[config.mk]
export PLATFORM = sky130hd
export DESIGN_NAME = mdio_cmd_master
export DESIGN_NICKNAME = d
export VERILOG_FILES = /design/src/rtl/mdio_cmd_pkg.sv /design/src/rtl/mdio_mdc_gen.sv /design/src/rtl/mdio_frame_engine.sv /design/src/rtl/mdio_cmd_master.sv
export SDC_FILE = /design/constraint.sdc
export NUM_CORES = 1
export LEC_CHECK = 0
export BUFFER_PORTS_ARGS = -buffer_cell sky130_fd_sc_hd__buf_2
export CAP_MARGIN = 20
export CORE_ASPECT_RATIO = 1.25
export CORE_UTILIZATION = 46
export DETAILED_ROUTE_END_ITERATION = 10
export PLACE_DENSITY = 0.76
export SYNTH_ARGS = -nofsm -noshare
export SYNTH_HDL_FRONTEND = slang
export SYNTH_SLANG_ARGS = --single-unit
[constraint.sdc]
create_clock -name clk -period 2.54 [get_ports clk]
set_input_delay 0.381 -clock clk [delete_from_list [all_inputs] [get_ports clk]]
set_output_delay 0.381 -clock clk [all_outputs]
set_load 0.01 [all_outputs]
[src/rtl/mdio_cmd_pkg.sv]
package mdio_cmd_pkg;

    localparam int CMD_W      = 32;
    localparam int ADDR_W     = 5;
    localparam int DATA_W     = 16;
    localparam int PRE_BITS   = 32;
    localparam int FRAME_BITS = 32;
    localparam int TA_POS     = 14;
    localparam int DATA_POS   = 16;
    localparam int BIT_CNT_W  = $clog2(PRE_BITS > FRAME_BITS ? PRE_BITS : FRAME_BITS);

    localparam int BUSY_BIT  = 31;
    localparam int EN_BIT    = 30;
    localparam int RD_BIT    = 27;
    localparam int NOPRE_BIT = 26;
    localparam int PHY_LSB   = 21;
    localparam int REG_LSB   = 16;

    typedef struct packed {
        logic              busy;
        logic              en;
        logic              rd;
        logic              nopre;
        logic [ADDR_W-1:0] phy;
        logic [ADDR_W-1:0] regad;
        logic [DATA_W-1:0] data;
    } cmd_t;

    typedef enum logic [1:0] {
        PH_IDLE  = 2'd0,
        PH_PRE   = 2'd1,
        PH_FRAME = 2'd2
    } phase_e;

    function automatic cmd_t unpack_cmd(input logic [CMD_W-1:0] w);
        cmd_t c;
        c.busy  = w[BUSY_BIT];
        c.en    = w[EN_BIT];
        c.rd    = w[RD_BIT];
        c.nopre = w[NOPRE_BIT];
        c.phy   = w[PHY_LSB +: ADDR_W];
        c.regad = w[REG_LSB +: ADDR_W];
        c.data  = w[DATA_W-1:0];
        return c;
    endfunction

    function automatic logic [CMD_W-1:0] pack_cmd(input cmd_t c);
        logic [CMD_W-1:0] w;
        w                      = '0;
        w[BUSY_BIT]            = c.busy;
        w[EN_BIT]              = c.en;
        w[RD_BIT]              = c.rd;
        w[NOPRE_BIT]           = c.nopre;
        w[PHY_LSB +: ADDR_W]   = c.phy;
        w[REG_LSB +: ADDR_W]   = c.regad;
        w[DATA_W-1:0]          = c.data;
        return w;
    endfunction

endpackage

[src/rtl/mdio_mdc_gen.sv]
module mdio_mdc_gen #(
    parameter int DIV_HALF = 2
) (
    input  logic clk,
    input  logic rst_n,
    input  logic run,
    output logic mdc,
    output logic rise_ev,
    output logic fall_ev
);

    localparam int CW = (DIV_HALF > 1) ? $clog2(DIV_HALF) : 1;
    localparam logic [CW-1:0] LAST = CW'(DIV_HALF - 1);

    typedef struct packed {
        logic [CW-1:0] cnt;
        logic          mdc;
    } div_t;

    div_t div_d, div_q;
    logic tick;

    always_comb begin
        div_d = div_q;
        tick  = run && (div_q.cnt == LAST);
        if (!run) begin
            div_d = '0;
        end else if (tick) begin
            div_d.cnt = '0;
            div_d.mdc = ~div_q.mdc;
        end else begin
            div_d.cnt = div_q.cnt + 1'b1;
        end
    end

    always_ff @(posedge clk or negedge rst_n) begin
        if (!rst_n) div_q <= '0;
        else        div_q <= div_d;
    end

    assign mdc     = div_q.mdc;
    assign rise_ev = tick & ~div_q.mdc;
    assign fall_ev = tick &  div_q.mdc;

    // the clock is parked low once the engine stops requesting it
    a_r7_mdc_parks_low: assert property (@(posedge clk) disable iff (!rst_n)
        !run |=> !mdc)
        else $error("R7 MDC not low while idle");

endmodule

[src/rtl/mdio_frame_engine.sv]
module mdio_frame_engine
    import mdio_cmd_pkg::*;
(
    input  logic              clk,
    input  logic              rst_n,
    input  logic              start,
    input  logic              cmd_rd,
    input  logic              cmd_nopre,
    input  logic [ADDR_W-1:0] cmd_phy,
    input  logic [ADDR_W-1:0] cmd_reg,
    input  logic [DATA_W-1:0] cmd_data,
    input  logic              rise_ev,
    input  logic              fall_ev,
    input  logic              mdio_in,
    output logic              active,
    output logic              done,
    output logic              mdio_out,
    output logic              mdio_oe,
    output logic [DATA_W-1:0] rd_data
);

    localparam logic [BIT_CNT_W-1:0] PRE_LAST   = BIT_CNT_W'(PRE_BITS - 1);
    localparam logic [BIT_CNT_W-1:0] FRAME_LAST = BIT_CNT_W'(FRAME_BITS - 1);
    localparam logic [BIT_CNT_W-1:0] TA_FIRST   = BIT_CNT_W'(TA_POS);
    localparam logic [BIT_CNT_W-1:0] DATA_FIRST = BIT_CNT_W'(DATA_POS);

    typedef struct packed {
        phase_e                phase;
        logic [BIT_CNT_W-1:0]  cnt;
        logic [FRAME_BITS-1:0] sr;
        logic                  rd;
        logic [DATA_W-1:0]     cap;
    } eng_t;

    eng_t eng_d, eng_q;

    always_comb begin
        eng_d = eng_q;
        done  = 1'b0;
        unique case (eng_q.phase)
            PH_IDLE: begin
                if (start) begin
                    eng_d.phase = cmd_nopre ? PH_FRAME : PH_PRE;
                    eng_d.cnt   = '0;
                    eng_d.rd    = cmd_rd;
                    eng_d.sr    = {2'b01,
                                   cmd_rd ? 2'b10 : 2'b01,
                                   cmd_phy, cmd_reg,
                                   cmd_rd ? 2'b11 : 2'b10,
                                   cmd_rd ? {DATA_W{1'b1}} : cmd_data};
                end
            end
            PH_PRE: begin
                if (fall_ev) begin
                    if (eng_q.cnt == PRE_LAST) begin
                        eng_d.phase = PH_FRAME;
                        eng_d.cnt   = '0;
                    end else begin
                        eng_d.cnt = eng_q.cnt + 1'b1;
                    end
                end
            end
            PH_FRAME: begin
                if (rise_ev && eng_q.rd && (eng_q.cnt >= DATA_FIRST)) begin
                    eng_d.cap = {eng_q.cap[DATA_W-2:0], mdio_in};
                end
                if (fall_ev) begin
                    if (eng_q.cnt == FRAME_LAST) begin
                        eng_d.phase = PH_IDLE;
                        eng_d.cnt   = '0;
                        done        = 1'b1;
                    end else begin
                        eng_d.cnt = eng_q.cnt + 1'b1;
                        eng_d.sr  = {eng_q.sr[FRAME_BITS-2:0], 1'b0};
                    end
                end
            end
            default: eng_d.phase = PH_IDLE;
        endcase
    end

    always_ff @(posedge clk or negedge rst_n) begin
        if (!rst_n) eng_q <= '0;
        else        eng_q <= eng_d;
    end

    assign active   = (eng_q.phase != PH_IDLE);
    assign mdio_out = (eng_q.phase == PH_FRAME) ? eng_q.sr[FRAME_BITS-1] : 1'b1;
    assign mdio_oe  = (eng_q.phase == PH_PRE) ||
                      ((eng_q.phase == PH_FRAME) && !(eng_q.rd && (eng_q.cnt >= TA_FIRST)));
    assign rd_data  = eng_q.cap;

    // a new frame is only launched from the idle phase
    a_r2_start_only_idle: assert property (@(posedge clk) disable iff (!rst_n)
        start |-> !active)
        else $error("R2 start while a frame is running");

    // driven data moves only together with a falling MDC edge
    a_r7_mdio_on_fall: assert property (@(posedge clk) disable iff (!rst_n)
        (active && !fall_ev) |=> $stable(mdio_out))
        else $error("R7 MDIO changed without falling MDC");

    // the capture register never moves outside a read frame
    a_r6_capture_reads_only: assert property (@(posedge clk) disable iff (!rst_n)
        (!active || !eng_q.rd) |=> $stable(rd_data))
        else $error("R6 capture changed outside a read");

endmodule

[src/rtl/mdio_cmd_master.sv]
module mdio_cmd_master
    import mdio_cmd_pkg::*;
#(
    parameter int DIV_HALF = 2
) (
    input  logic        clk,
    input  logic        rst_n,
    input  logic        reg_wr,
    input  logic [31:0] reg_wdata,
    output logic [31:0] reg_rdata,
    input  logic        ext_mdc,
    input  logic        ext_mdio_out,
    input  logic        ext_mdio_oe,
    output logic        ext_mdio_in,
    output logic        phy_mdc,
    output logic        phy_mdio_out,
    output logic        phy_mdio_oe,
    input  logic        phy_mdio_in
);

    cmd_t              cmd_d, cmd_q, wr_cmd;
    logic              start;
    logic              eng_active, eng_done, eng_mdio_out, eng_mdio_oe;
    logic [DATA_W-1:0] eng_cap;
    logic              int_mdc, rise_ev, fall_ev;
    logic              unused_rsvd;

    assign wr_cmd      = unpack_cmd(reg_wdata);
    assign unused_rsvd = ^reg_wdata[29:28];

    always_comb begin
        cmd_d = cmd_q;
        start = 1'b0;
        if (reg_wr && !cmd_q.busy) begin
            cmd_d      = wr_cmd;
            start      = wr_cmd.busy && wr_cmd.en;
            cmd_d.busy = start;
        end else if (reg_wr) begin
            cmd_d.en = wr_cmd.en;
        end
        if (eng_done) begin
            cmd_d.busy = 1'b0;
            if (cmd_q.rd) cmd_d.data = eng_cap;
        end
    end

    always_ff @(posedge clk or negedge rst_n) begin
        if (!rst_n) cmd_q <= '0;
        else        cmd_q <= cmd_d;
    end

    assign reg_rdata = pack_cmd(cmd_q);

    mdio_mdc_gen #(
        .DIV_HALF (DIV_HALF)
    ) u_mdc (
        .clk     (clk),
        .rst_n   (rst_n),
        .run     (eng_active),
        .mdc     (int_mdc),
        .rise_ev (rise_ev),
        .fall_ev (fall_ev)
    );

    mdio_frame_engine u_eng (
        .clk       (clk),
        .rst_n     (rst_n),
        .start     (start),
        .cmd_rd    (wr_cmd.rd),
        .cmd_nopre (wr_cmd.nopre),
        .cmd_phy   (wr_cmd.phy),
        .cmd_reg   (wr_cmd.regad),
        .cmd_data  (wr_cmd.data),
        .rise_ev   (rise_ev),
        .fall_ev   (fall_ev),
        .mdio_in   (phy_mdio_in),
        .active    (eng_active),
        .done      (eng_done),
        .mdio_out  (eng_mdio_out),
        .mdio_oe   (eng_mdio_oe),
        .rd_data   (eng_cap)
    );

    always_comb begin
        if (cmd_q.en) begin
            phy_mdc      = int_mdc;
            phy_mdio_out = eng_mdio_out;
            phy_mdio_oe  = eng_mdio_oe;
            ext_mdio_in  = 1'b1;
        end else begin
            phy_mdc      = ext_mdc;
            phy_mdio_out = ext_mdio_out;
            phy_mdio_oe  = ext_mdio_oe;
            ext_mdio_in  = phy_mdio_in;
        end
    end

    // the visible busy flag and the running engine agree every cycle
    a_r2_busy_tracks_frame: assert property (@(posedge clk) disable iff (!rst_n)
        cmd_q.busy == eng_active)
        else $error("R2 busy flag and engine disagree");

    // no frame is launched while the enable flag is clear in the write
    a_r3_no_start_without_en: assert property (@(posedge clk) disable iff (!rst_n)
        (reg_wr && !cmd_q.busy && !reg_wdata[EN_BIT]) |=> !eng_active)
        else $error("R3 frame started without enable");

    // addressing and direction fields hold while a frame is pending
    a_r8_fields_hold: assert property (@(posedge clk) disable iff (!rst_n)
        cmd_q.busy |=> $stable({cmd_q.rd, cmd_q.nopre, cmd_q.phy, cmd_q.regad}))
        else $error("R8 fields changed while busy");

    // data field is frozen until the completing cycle
    a_r8_data_hold: assert property (@(posedge clk) disable iff (!rst_n)
        (cmd_q.busy && !eng_done) |=> $stable(cmd_q.data))
        else $error("R8 data changed while busy");

    // reset leaves the master disabled and idle
    a_r1_reset_idle: assert property (@(posedge clk)
        !rst_n |=> (!cmd_q.en && !cmd_q.busy))
        else $error("R1 reset state wrong");

endmodule

==> results_dict.tcl <==
set metrics [dict create \
    clk_latency_ns 0.36 \
    outcome "complete, no violations" \
    nets 506 \
    synth_top_area_share 0.543 \
    grtUsageTotal 0.202 \
    dr.pass1.iters 4 \
    cts_made_buffers 9 \
    initial_core_util 0.484 \
    core-area_mm2 0.00838 \
    place_congestion 0.905 \
    layout-drive-gt1-share 0.287 \
    drc 0 \
    crit_end "phy_mdio_oe" \
    final_cell_mix "dfrtp_1 (88), buf_2 (69), nor2_1 (51)" \
    wl_um 8620 \
    fin_total_pwr_mw 3.36 \
    clock_skew_ns 0.0123 \
    cts.repair.resized 0 \
    io_pins 75 \
    n_antenna_cell 0 \
    regArea_mm2 0.00220 \
    cp.required_ns 2.16 \
    rows 37 \
    overflow 0 \
    critPathMaxFanout 5 \
    setup_slack_ns 0.299 \
    leakage_nw 2.23 \
    grt_max_degree 52 \
    synthCells 389 \
    ys_seq_area_frac 0.543 \
    cts_max_path_buffers 2 \
    async_reset_ff_frac 1.00 \
    die_y_um 107 \
    cts-root-buf "clkbuf_8" \
    synth_edf_count 0 \
    grt_pass1_wl_um 14500 \
    cts_setup_buffers 0 \
    h-tree-depth 3 \
    dieWidth_um 86.0 \
    rr_worst_depth 6 \
    reg2reg_slack_ns 0.32 \
    clkTransAtPathRegs_ns 0.09 \
    crit_type "flip-flop to output port" \
    worst_pin_slew_ns 0.649 \
    avgRoutedWirePerCell_um 14.8 \
    ys_ff_latch 88 \
    ys.flop_type "dfrtp_1" \
    rsz0062_at_grt "false" \
    syn_area_mm2 0.00406 \
    drt-initial-drc-count 142 \
    portBuffers 70 \
    powerDensity_mw_per_mm2 707 \
    final_common_cell "dfrtp_1" \
    dp_worst_setup_slack_ns 0.412 \
    cts_sinks 88 \
    fmax_mhz 446 \
    drv_slew 0 \
    synthToLayoutAreaGrowth_pct 17.3 \
    yosysUniqueCellTypes 45 \
    syn_area_per_cell_um2 10.4 \
    cts_tree "built" \
    finalCritPeriodShare 0.882 \
    critical_path.startpoint "u_eng.eng_q[49]" \
    relSlewSlack 0.567 \
    antenna_found_initial 0 \
    finalSetupViolations 0 \
    r2r_start "u_eng.eng_q[54]" \
    grt_pass1_vias 3064 \
    cap_violations 0 \
    final_antenna_net_count 0 \
    yosysWarnings 0 \
    hold_viol 0 \
    dp_hpwl_um 6070 \
    fin_crit_ns 2.24 \
    synth_largest_area_cell "dfrtp_1" \
    cp-end-kind "output port" \
    hold_buffers 0 \
    start_kind "flip-flop" \
    routed-via-count 3109 \
    multi_input_area_mm2 0.00171 \
    arrival_ns 1.86 \
    synth_area_leaders "dfrtp_1 (54%), mux2_2 (6.7%), a21oi_1 (5.8%)" \
    fin_tns_setup_ns 0 \
    fillers 713 \
    vdd_drop_max_v 0.000489 \
    viasPerCell 5.35 \
    design.die.area_mm2 0.00920 \
    r2r_end "u_eng.eng_q[29]" \
    hold_class "input pin to asynchronous set/reset pin" \
]
[worst max-delay path, stage by stage (launching register included)]
cell and delay [ns]:
dfrtp_1 0.42, inv_1 0.06, ha_1 0.20, o211a_1 0.22, o21ai_0 0.18, a21oi_1 0.12
a21oi_1 0.16, buf_2 0.14
[per-stage QoR]
stage	hold slack, ns	util	instance area, um^2	instances
2_1_floorplan	0.0854	-	4060	390
3_3_place_gp	0.442	0.543	4550	565
3_5_place_dp	0.450	0.543	4550	565
4_1_cts	0.0488	0.568	4760	581
5_1_grt	0.0783	0.568	4760	581
6_report	0.0209	0.568	4760	581
[power breakdown]
group / switching (mW) / leakage [nW] / internal [mW]
Sequential: 0.102 / 0.993 / 1.59
Clock: 0.522 / 0.100 / 0.489
Combinational: 0.329 / 1.14 / 0.324
[final cells by class]
cell class / instances / area share
Inverter: 10 / 0.00815
Clock buffer: 11 / 0.0297
Sequential cell: 88 / 0.463
Timing Repair Buffer: 82 / 0.0957
Clock inverter: 5 / 0.0134
Multi-Input combinational cell: 268 / 0.359
Tap cell: 117 / 0.0308
[registers in the layout, summed over array words and instances (netlist names)]
signal	count
u_mdc.div_q	1
u_eng.rd_data	16
u_mdc.mdc	1
u_eng.eng_q	40
reg_rdata	30
[how the worst min path moves through the flow]
stage	slack [ns]	to	cells past startpoint	from
4_1_cts	0.05	reg_rdata[11]	1	rst_n
5_1_grt	0.08	reg_rdata[11]	1	rst_n
3_5_place_dp	0.45	reg_rdata[11]	1	rst_n
2_1_floorplan	0.09	reg_rdata[0]	0	rst_n
6_report	0.02	reg_rdata[11]	1	rst_n
3_3_place_gp	0.44	reg_rdata[11]	1	rst_n
[per-layer routing]
metal / share of wire / vias to the layer above / track usage
met3: 0.043 / 16 / 0.0477
li1: - / 1480 / -
met5: 0 / - / 0
met4: 0.016 / 0 / 0.0762
met2: 0.52 / 70 / 0.341
met1: 0.42 / 1543 / 0.251
[cell usage after synthesis (4+ instances only)]
library cell / count
clkbuf_1: 10
mux2i_1: 16
mux2_1: 5
a22oi_1: 4
a21oi_1: 47
mux2_2: 24
nand3_1: 6
inv_1: 8
nand2_1: 37
nand4b_1: 4
nor2_1: 51
ha_1: 8
o21ai_0: 34
buf_2: 8
dfrtp_1: 88
[kinds of logic (layout without fill, tap and decap cells)]
family                     after synthesis  in the layout  synth area share
adders and majority gates                8              8            0.0247
xor gates and xnor gates                 1              1           0.00216
DFF                                     88             88             0.543
AOI/OAI and AO/OA                       98             98             0.139
and+or+nand+nor                        114            114             0.131
other                                    1              2          0.000925
muxes                                   45             45             0.120
buffers and inverters                   34            108            0.0392
No activity file was read; power rests on OpenSTA's default activity.
